==> config.mk <==
export PLATFORM = sky130hd
export DESIGN_NAME = flash_err_flags
export DESIGN_NICKNAME = d
export VERILOG_FILES = /design/src/rtl/flash_err_pkg.sv /design/src/rtl/flash_prot_check.sv /design/src/rtl/flash_sticky_flag.sv /design/src/rtl/flash_err_flags.sv
export SDC_FILE = /design/constraint.sdc
export NUM_CORES = 1
export LEC_CHECK = 0
export CAP_MARGIN = 5
export CORE_AREA = 4 4 41 43
export CTS_BUF_LIST = sky130_fd_sc_hd__clkbuf_16
export CTS_CLUSTER_DIAMETER = 60
export CTS_CLUSTER_SIZE = 20
export DETAILED_ROUTE_END_ITERATION = 16
export DIE_AREA = 0 0 45 47
export DONT_BUFFER_PORTS = 1
export RECOVER_POWER = 50
export SLEW_MARGIN = 40
export SYNTH_ARGS = -nofsm -noshare
export SYNTH_HDL_FRONTEND = slang
export SYNTH_SLANG_ARGS = --single-unit
==> constraint.sdc <==
create_clock -name clk -period 1.8 [get_ports clk]
set_input_delay 0.36 -clock clk [delete_from_list [all_inputs] [get_ports clk]]
set_output_delay 0.36 -clock clk [all_outputs]
set_load 0.02 [all_outputs]
==> src/rtl/flash_err_pkg.sv <==
package flash_err_pkg;
  typedef enum logic [1:0] {
    CMD_NOP0  = 2'b00,
    CMD_ERASE = 2'b01,
    CMD_WRITE = 2'b10,
    CMD_NOP3  = 2'b11
  } cmd_kind_t;

  localparam int FLAG_CNT = 2;
  localparam int FLAG_VERIFY  = 0;
  localparam int FLAG_PROTECT = 1;
endpackage

==> src/rtl/flash_prot_check.sv <==
module flash_prot_check
  import flash_err_pkg::*;
#(
  parameter int ADDR_W = 8,
  parameter int DATA_W = 8
) (
  input  logic              cmd_exec,
  input  logic [1:0]        cmd_kind,
  input  logic [ADDR_W-1:0] addr_hi,
  input  logic [ADDR_W-1:0] protect_byte,
  input  logic [DATA_W-1:0] old_data,
  input  logic [DATA_W-1:0] new_data,
  output logic              fault,
  output logic              erase_ok,
  output logic              write_ok
);
  logic is_erase, is_write, area_locked, bit_unerased;

  always_comb begin
    is_erase     = cmd_exec && (cmd_kind == CMD_ERASE);
    is_write     = cmd_exec && (cmd_kind == CMD_WRITE);
    area_locked  = (addr_hi < protect_byte);
    bit_unerased = |(~old_data & new_data);
    fault        = ((is_erase || is_write) && area_locked) || (is_write && bit_unerased);
    erase_ok     = is_erase && !fault;
    write_ok     = is_write && !fault;
  end
endmodule

==> src/rtl/flash_sticky_flag.sv <==
module flash_sticky_flag (
  input  logic clk,
  input  logic rst_n,
  input  logic set_ev,
  input  logic clr_ev,
  output logic q
);
  always_ff @(posedge clk or negedge rst_n) begin
    if (!rst_n)      q <= 1'b0;
    else if (set_ev) q <= 1'b1;
    else if (clr_ev) q <= 1'b0;
  end

  a_r8_set_wins: assert property (@(posedge clk) disable iff (!rst_n)
    set_ev |=> q);
  a_r7_clear: assert property (@(posedge clk) disable iff (!rst_n)
    (clr_ev && !set_ev) |=> !q);
  a_r9_hold: assert property (@(posedge clk) disable iff (!rst_n)
    (!clr_ev && !set_ev) |=> $stable(q));
endmodule

==> src/rtl/flash_err_flags.sv <==
module flash_err_flags
  import flash_err_pkg::*;
#(
  parameter int ADDR_W = 8,
  parameter int DATA_W = 8
) (
  input  logic              clk,
  input  logic              rst_n,
  input  logic              cmd_exec,
  input  logic [1:0]        cmd_kind,
  input  logic [ADDR_W-1:0] addr_hi,
  input  logic [ADDR_W-1:0] protect_byte,
  input  logic [DATA_W-1:0] old_data,
  input  logic [DATA_W-1:0] new_data,
  input  logic              erase_vfail,
  input  logic              write_vfail,
  input  logic              sw_wr,
  input  logic [1:0]        sw_wdata,
  output logic              verify_err,
  output logic              protect_err,
  output logic              array_erase_go,
  output logic              array_write_go
);
  logic                fault;
  logic [FLAG_CNT-1:0] set_vec, clr_vec, flag_q;

  flash_prot_check #(.ADDR_W(ADDR_W), .DATA_W(DATA_W)) u_chk (
    .cmd_exec     (cmd_exec),
    .cmd_kind     (cmd_kind),
    .addr_hi      (addr_hi),
    .protect_byte (protect_byte),
    .old_data     (old_data),
    .new_data     (new_data),
    .fault        (fault),
    .erase_ok     (array_erase_go),
    .write_ok     (array_write_go)
  );

  always_comb begin
    set_vec[FLAG_VERIFY]  = erase_vfail || write_vfail || fault;
    set_vec[FLAG_PROTECT] = fault;
    clr_vec = sw_wr ? ~sw_wdata : '0;
  end

  for (genvar g = 0; g < FLAG_CNT; g++) begin : g_flag
    flash_sticky_flag u_flag (
      .clk    (clk),
      .rst_n  (rst_n),
      .set_ev (set_vec[g]),
      .clr_ev (clr_vec[g]),
      .q      (flag_q[g])
    );
  end

  assign verify_err  = flag_q[FLAG_VERIFY];
  assign protect_err = flag_q[FLAG_PROTECT];

  a_r1_erase_vfail: assert property (@(posedge clk) disable iff (!rst_n)
    erase_vfail |=> verify_err);
  a_r2_write_vfail: assert property (@(posedge clk) disable iff (!rst_n)
    write_vfail |=> verify_err);
  a_r3_locked_area: assert property (@(posedge clk) disable iff (!rst_n)
    (cmd_exec && (cmd_kind == CMD_ERASE || cmd_kind == CMD_WRITE) && addr_hi < protect_byte)
      |=> (protect_err && verify_err));
  a_r5_unerased: assert property (@(posedge clk) disable iff (!rst_n)
    (cmd_exec && cmd_kind == CMD_WRITE && |(~old_data & new_data))
      |=> (protect_err && verify_err));
  a_r6_one_strobe: assert property (@(posedge clk) disable iff (!rst_n)
    $countones({array_erase_go, array_write_go}) <= 1);
  a_r6_no_strobe_when_locked: assert property (@(posedge clk) disable iff (!rst_n)
    (addr_hi < protect_byte) |-> !(array_erase_go || array_write_go));
  a_r9_protect_implies_verify: assert property (@(posedge clk) disable iff (!rst_n)
    $rose(protect_err) |-> verify_err);
endmodule

### Word level (Yosys, flattened, before mapping)

Index checks and enable logic that the tools add are counted.

| word-level totals | value |
|---|---|
| word-level logic and storage cells | 27 |
| input bits | 42 |
| output and inout bits | 4 |
| register bits after elaboration | 2 |

| operators by class | value |
|---|---|
| reduce and logical (&&, ||, !) cells | 14 |
| multiplexer cells | 5 |
| bitwise logic cells | 3 |
| order comparisons | 1 |
| equal/unequal tests | 2 |

Operators with widths:

| cell | count |
|---|---|
| AND 8 bit | 1 |
| less-than comparator 8 bit | 1 |
| NOT 8 bit | 1 |
| OR reduction 8 bit | 1 |
| logical AND 1 bit | 6 |
| logical OR 1 bit | 4 |
| two-way mux 1 bit | 4 |
| nonzero test 2 bit | 2 |
| equality test 2 x 1 -> 1 bit (second input constant) | 1 |
| equality test 2 bit (second input constant) | 1 |
| two-way mux 2 bit | 1 |
| NOT 2 bit | 1 |
| zero test 1 bit | 1 |

### Logic depth before layout (Yosys ltp)

Gate-level depths: netlist of the first run.

| logic depth | value |
|---|---|
| depth in word-level cells | 7 |
| depth in mapped cells | 6 |
| mapped depth without buffers | 6 |

### Hierarchy

From an unflattened synthesis of the first run, not the netlist that was laid out.

| second synthesis, totals | value |
|---|---|
| cell total of the unflattened synthesis | 54 |
| area, all modules | 376.6 µm² |

By module, submodules not included:

| module | cells an instance | seq. area each (µm²) | instances | area an instance (µm²) |
|---|---|---|---|---|
| flash_prot_check | 45 | 0.0 | 1 | 285.3 |
| flash_sticky_flag | 3 | 25.0 | 2 | 36.3 |
| flash_err_flags | 3 | 0.0 | 1 | 18.8 |

### Worst setup path after synthesis of the first run

OpenSTA, ideal clock, no wires.

| timing | value |
|---|---|
| path type | input-to-output |
| start | in protect_byte[2] |
| end | out array_erase_go |
| arrival time | 1,464 ps |
| cell stages on the path | 6 |
| path slack | -24 ps |
| data required time | 1,440 ps |
| buffers on the path | 0 |
| cells stage by stage | inv_1 > ha_1 > a211o_1 > a31oi_1 > o211ai_2 > and4b_1 |

| between the ends | value |
|---|---|
| cells in the longest elaborated chain, start to end | 5 |

Ends and longest elaborated chain:

| element | RTL line | source |
|---|---|---|
| start: declaration | flash_err_flags.sv:12 | `input logic [ADDR_W-1:0] protect_byte,` |
| less-than comparator 8 bit | flash_prot_check.sv:22 | `area_locked = (addr_hi < protect_byte);` |
| logical AND 1 bit | flash_prot_check.sv:24 | `fault = ((is_erase \|\| is_write) && area_locked) \|\| (is_write && bit_unerased);` |
| logical OR 1 bit | flash_prot_check.sv:24 |  |
| zero test 1 bit | flash_prot_check.sv:25 | `erase_ok = is_erase && !fault;` |
| logical AND 1 bit | flash_prot_check.sv:25 |  |
| end: declaration | flash_err_flags.sv:21 | `output logic array_erase_go,` |

Every way passes these cells.

### Worst setup path after layout of the first run

| timing | value |
|---|---|
| start | in protect_byte[2] |
| end | out array_write_go |

| between the ends | value |
|---|---|
| cells in the longest elaborated chain, start to end | 5 |

Ends and longest elaborated chain:

| element | RTL line | source |
|---|---|---|
| less-than comparator 8 bit | flash_prot_check.sv:22 |  |
| logical AND 1 bit | flash_prot_check.sv:24 |  |
| logical OR 1 bit | flash_prot_check.sv:24 |  |
| zero test 1 bit | flash_prot_check.sv:26 | `write_ok = is_write && !fault;` |
| logical AND 1 bit | flash_prot_check.sv:26 |  |
| end: declaration | flash_err_flags.sv:22 | `output logic array_write_go` |

Every way passes these cells.

==> results of run 1 <==
cell type report:
type | count | area share (%)
clock buffers | 3 | 12.79
inverters | 13 | 9.595
multi-input cells | 33 | 57.78
flip-flops and latches | 2 | 8.529
well taps | 15 | 3.198
repair buffers | 6 | 8.102
worst max-delay path by stage:
stage | cells past startpoint | end | start | slack (ns)
after floorplan | 6 | array_erase_go | protect_byte[2] | 0.03
after global placement | 6 | array_write_go | protect_byte[7] | -0.01
after detailed placement | 6 | array_erase_go | protect_byte[2] | -0.02
after CTS | 6 | array_write_go | protect_byte[2] | 0.004
after global routing | 6 | array_write_go | protect_byte[2] | -0.03
final | 6 | array_write_go | protect_byte[2] | 0.004
power groups by stage:
stage	Clock [uW]	Combinational (uW)	Sequential, uW
4_1_cts	338	81.9	60.5
3_3_place_gp	0	75.7	60.2
2_1_floorplan	0	56.8	59.2
6_report	335	91.2	60.0
5_1_grt	341	104	60.7
3_5_place_dp	0	77.3	60.3
cells in the mapped netlist, drive strengths merged, types with 2 or more instances:
master  count  area, um^2
a211o       2       17.52
o21ai       3       15.01
nor2        2       7.510
inv        13       48.80
o22ai       2       12.51
ha          7       87.58
nand2b      3       18.77
o211ai      2       25.02
and4b       2       20.02
dfrtp       2       50.05
what timing repair did:
| item | in CTS | in global routing |
|---|---|---|
| hold endpoints to repair | 2 | 0 |
| setup endpoints to repair | 2 | 2 |
| hold buffers | 1 | 0 |
| setup buffers | 0 | 1 |
| pin swaps | 1 | 6 |
| gates resized for setup | 2 | 8 |
per-layer routing:
metal / vias to the layer above / global-route usage (%) / part of all wire (%)
met4: 0 / 3.509 / 0
met2: 24 / 16.95 / 53
met1: 170 / 11.56 / 37
met3: 0 / 3.448 / 10
li1: 189 / - / -
met5: - / 0 / 0
per-stage QoR:
| stage | setup slack [ns] | cell area, um^2 | TNS [ns] |
|---|---|---|---|
| detailed placement | -0.01920 | 445.4 | -0.02420 |
| global placement | -0.01394 | 445.4 | -0.01394 |
| floorplan | 0.02913 | 396.6 | 0 |
| global route | -0.02803 | 586.8 | -0.05458 |
| finish | 0.003778 | 586.8 | 0 |
| CTS | 0.004242 | 534.3 | 0 |
cells by family after synthesis:
logic type,synth area share [%]
xor gates and xnor gates,2.288
DFF,13.07
and+or+nand+nor,24.84
buffers and inverters,12.75
AOI/OAI and AO/OA,24.18
adders and majority gates,22.87
worst register-to-register path: stages, from the launching register on:
cell     delay, ns
dfrtp_1       0.45
o21ai_0       0.13
nand3_1       0.11
==> flow_summary.ini, run 1 <==
[placed_design]
dp.cells = 67
gp_congestion = 0.5737
port-buffer-count = 0
dp_hpwl_um = 917.4

[setup_path]
slowest_delay_ns = 0.29
cp.buffers_inverters = 1
crit_path_cell_trace = inv_8 > ha_4 > a211o_1 > a31oi_1 > o211ai_2 > and4b_2
r2r_end = g_flag[1].u_flag.q$_DFFE_PN0P_
timing.critical_path.arrival_ns = 1.44
required_time_of_the_worst_setup_path_ns = 1.44
timing_worst_setup_path_type = in2out
slowest_stage = and4b_2
timing.reg2reg.worst_path_depth = 2
timing.critical_path.from_type = input port
r2r_setup_slack_ns = 0.98
crit_family = compound AO/OA/AOI/OAI gates
worstSetupEndpointType = output port
critical_path_peak_fanout = 3
critical_path.reg2reg.startpoint = g_flag[1].u_flag.q$_DFFE_PN0P_

[floorplanning]
floorplan.initialDensity_pct = 29.42
std_cell_rows = 13
die_area_um2 = 2115
fp.coreArea_um2 = 1301
num_io_pins = 46
die_width_um = 45
chipHeight_um = 47

[synthesis]
synth_sequential_area_ratio_pct = 13.07
synth_flop_cell = dfrtp_1
synth.lib_cells_used.distinct = 21
synthesis.area_um2 = 382.9
asyncSetResetFlopFracSynth_pct = 100.0
mappedNetlistNets = 97
synth.ff_latch_count = 2
synthesis.yosys.warnings = 0
postSynthCellCount = 48
mean_instance_size_in_the_synthesized_netlist_um2 = 7.976
synth-edff-count = 0

[sta]
relSlewSlack_pct = 81.56
post-route-period-util_pct = 99.79
unrepaired_setup_endpoints_after_global_routing = true
fmax_mhz = 556.7
tightestPinTransition_ns = 0.2743
report.final.setup_viol = 0
timing_hold_violations_final = 0
slew_viol_final = 0
clock_period_minus_final_worst_setup_slack_ns = 1.796
hold_slack_ns = 0.2749
setup_clock_skew_after_layout_ns = 0

[layout]
final_cell_mix = inv_1, buf_4, ha_4
layout.cells.most_common = inv_1
top_register = g_flag.u_flag.q
areaGrowthSynthToFinish_pct = 53.27
n_antenna_cell = 0
layout.filler_cells = 137
largest_register_ffs = 2
final_nets = 108
post_route_cells_drive_above_1_share_pct = 36.84
seq_area_um2 = 50.05
final_util_pct = 45.10
largest_registers = g_flag.u_flag.q (2)
final_cell_count_no_fill = 72
multiInputGateArea_um2 = 339.1

[clocking]
insertion_delay_ns = 0.22
cts.sinks = 2
path_clk_slew_ns = 0.03
tritoncts_clock_tree = built
cts_root_buffer = clkbuf_16
cts_buffer_depth = 2
ctsHtreeMaxLevel = 1
total_cts_buffers = 3

[power]
power.total_uw = 485.9
power_frac_seq_pct = 12.3
p_clk_share_pct = 68.9
netSwitchingPower_uw = 100.4
p_int_uw = 385.5
irDropWorstVdd_uv = 246.2
power.static_leakage_uw = 0.0002795
power.share.combinational_pct = 18.8
power.switching_fraction_pct = 20.66
power_density_of_the_placed_cells_nw_per_um2 = 828.0

[drt]
first_iter_violations = 9
route.vias.total = 383
avgViaCountPerCell = 5.319
drtAntennaViolNets = 0
route.detailed.drc = 0
wl_per_cell_um = 15.65
drt-total-wl_um = 1127
detailedRoute.firstPassIterationCount = 6

[global_routing]
pin_count_of_the_biggest_net_entering_global_routing = 4
grt_antenna_before_repair = 0
first_global_vias = 388
globalRouteOverflowTotal = 0
wire_length_of_the_first_global_routing_pass_um = 1545
globalRouteTotalUtil_pct = 9.945

[hold_path]
whs_endpoint = g_flag[0].u_flag.q$_DFFE_PN0P_
hp-class = in2reg
min-delay-start = erase_vfail
whs_path_depth = 2

[run]
drv_cap = 0

[outcome]
status = completed
No activity file was read; power rests on OpenSTA's default activity.
==> run 2: changes to the inputs <==
CELL_PAD_IN_SITES_DETAIL_PLACEMENT = 2   (was default)
CELL_PAD_IN_SITES_GLOBAL_PLACEMENT = 2   (was default)
CORE_AREA = default   (was 4 4 41 43)
CORE_MARGIN = 4   (was default)
CORE_UTILIZATION = 22   (was default)
DIE_AREA = default   (was 0 0 45 47)
PLACE_DENSITY_LB_ADDON = 0.1   (was default)
==> run 2 against run 1 <==
  * Power increased by 3.3%
  * Final area rose by 7.2%
  * Core utilization fell by 5.2 points
  * Routed wire length increased by 30%
  * Final cell count grew 4.2%
  * Largest cell class unchanged
  * Largest power group unchanged
  * Highest routed layer unchanged
==> flow_summary.ini, run 2 (synthesized netlist as in run 1, its figures left out) <==
[outcome]
status = completed

[floorplanning]
fp.coreArea_um2 = 1577
floorplan.initialDensity_pct = 24.29
die_width_um = 49.72
std_cell_rows = 14
die_area_um2 = 2472
chipHeight_um = 49.72
num_io_pins = 46

[clocking]
cts_root_buffer = clkbuf_16
cts_buffer_depth = 2
cts.sinks = 2
tritoncts_clock_tree = built
total_cts_buffers = 3
ctsHtreeMaxLevel = 1
path_clk_slew_ns = 0.03
insertion_delay_ns = 0.22

[setup_path]
timing_worst_setup_path_type = in2out
timing.critical_path.from_type = input port
critical_path_peak_fanout = 3
timing.critical_path.from = addr_hi[2]
timing.critical_path.arrival_ns = 1.44
critical_path.reg2reg.startpoint = g_flag[1].u_flag.q$_DFFE_PN0P_
r2r_end = g_flag[1].u_flag.q$_DFFE_PN0P_
required_time_of_the_worst_setup_path_ns = 1.44
timing.reg2reg.worst_path_depth = 2
r2r_setup_slack_ns = 0.95
worstSetupEndpointType = output port

[drt]
detailedRoute.firstPassIterationCount = 2
route.vias.total = 414
wl_per_cell_um = 19.59
route.detailed.drc = 0
first_iter_violations = 1
drtAntennaViolNets = 0
drt-total-wl_um = 1469
avgViaCountPerCell = 5.520

[layout]
post_route_cells_drive_above_1_share_pct = 47.46
n_antenna_cell = 0
layout.filler_cells = 170
top_register = g_flag.u_flag.q
areaGrowthSynthToFinish_pct = 64.38
final_nets = 110
largest_registers = g_flag.u_flag.q (2)
final_cell_mix = inv_1, buf_4, ha_4
largest_register_ffs = 2
final_cell_count_no_fill = 75

[sta]
fmax_mhz = 556.1
setup_ws_ns = 0.001842
setup_clock_skew_after_layout_ns = 0
clock_period_minus_final_worst_setup_slack_ns = 1.798
slew_viol_final = 0
report.final.setup_viol = 0
tightestPinTransition_ns = 0.3568
post-route-period-util_pct = 99.90
timing_hold_violations_final = 0
relSlewSlack_pct = 76.01
unrepaired_setup_endpoints_after_global_routing = true

[hold_path]
min-delay-start = erase_vfail
hp-class = in2reg
whs_endpoint = g_flag[0].u_flag.q$_DFFE_PN0P_
whs_path_depth = 2

[power]
irDropWorstVdd_uv = 361.8
power.static_leakage_uw = 0.0002865
power_density_of_the_placed_cells_nw_per_um2 = 797.7

[placed_design]
dp.cells = 68
port-buffer-count = 0
pre_cts_slack_ns = -0.05093
dp_hpwl_um = 1074
gp_congestion = 0.6377

[global_routing]
wire_length_of_the_first_global_routing_pass_um = 2097
pin_count_of_the_biggest_net_entering_global_routing = 4
first_global_vias = 479
grt_antenna_before_repair = 0
globalRouteTotalUtil_pct = 11.63
globalRouteOverflowTotal = 0

[run]
drv_cap = 0
[run 2: what timing repair did]
action | in CTS | in global routing
resized for setup | 11 | 4
hold buffers | 1 | 0
buffers inserted | 2 | 1
endpoints found under the setup margin | 2 | 2
endpoints found under the hold margin | 2 | 0
pin swaps | 7 | 6
[run 2: layout make-up]
type / instances / area (um^2) / share of cell area [%]
sequential: 2 / 50.05 / 7.952
timing repair buffer: 8 / 62.56 / 9.940
clock buffer: 3 / 75.07 / 11.93
multi-input combinational: 33 / 367.9 / 58.45
tap: 16 / 20.02 / 3.181
inverter: 13 / 53.80 / 8.549
[run 2: worst max path at each step]
stage	to	slack (ns)
6_report	array_erase_go	0.002
5_1_grt	array_erase_go	-0.06
4_1_cts	array_erase_go	0.005
3_5_place_dp	array_erase_go	-0.05
3_3_place_gp	array_erase_go	-0.05
2_1_floorplan	array_erase_go	0.03
[run 2: per-stage QoR]
step | hold WS, ns | area [um^2] | power (uW) | TNS [ns] | utilization, %
floorplan | 0.06441 | 396.6 | 116.1 | 0 | -
global placement | 0.06446 | 446.7 | 134.4 | -0.08101 | 28.33
detailed placement | 0.06447 | 446.7 | 140.2 | -0.08012 | 28.33
CTS | 0.2686 | 606.8 | 498.8 | 0 | 38.49
global route | 0.2874 | 629.4 | 529.3 | -0.1244 | 39.92
finish | 0.2691 | 629.4 | 502.0 | 0 | 39.92
[run 2: metal layers]
metal	GRT usage (%)	part of all wire (%)	vias to the layer above
met1	8.829	31	196
met3	1.807	5.9	0
li1	-	-	194
met4	6.912	0	0
met5	0	0	-
met2	25.55	63	24
[run 2: critical path: stages]
cell and delay [ns]:
ha_4 0.22, a211o_1 0.26, a31oi_2 0.17, o211ai_2 0.13, and4b_2 0.30
[run 2: power breakdown]
group          total [uW]  switching, uW  leakage, uW  internal, uW
clock network         332           49.4    0.0000370           283
registers            60.3           9.98    0.0000204          50.3
logic                 110           47.4     0.000229          62.5
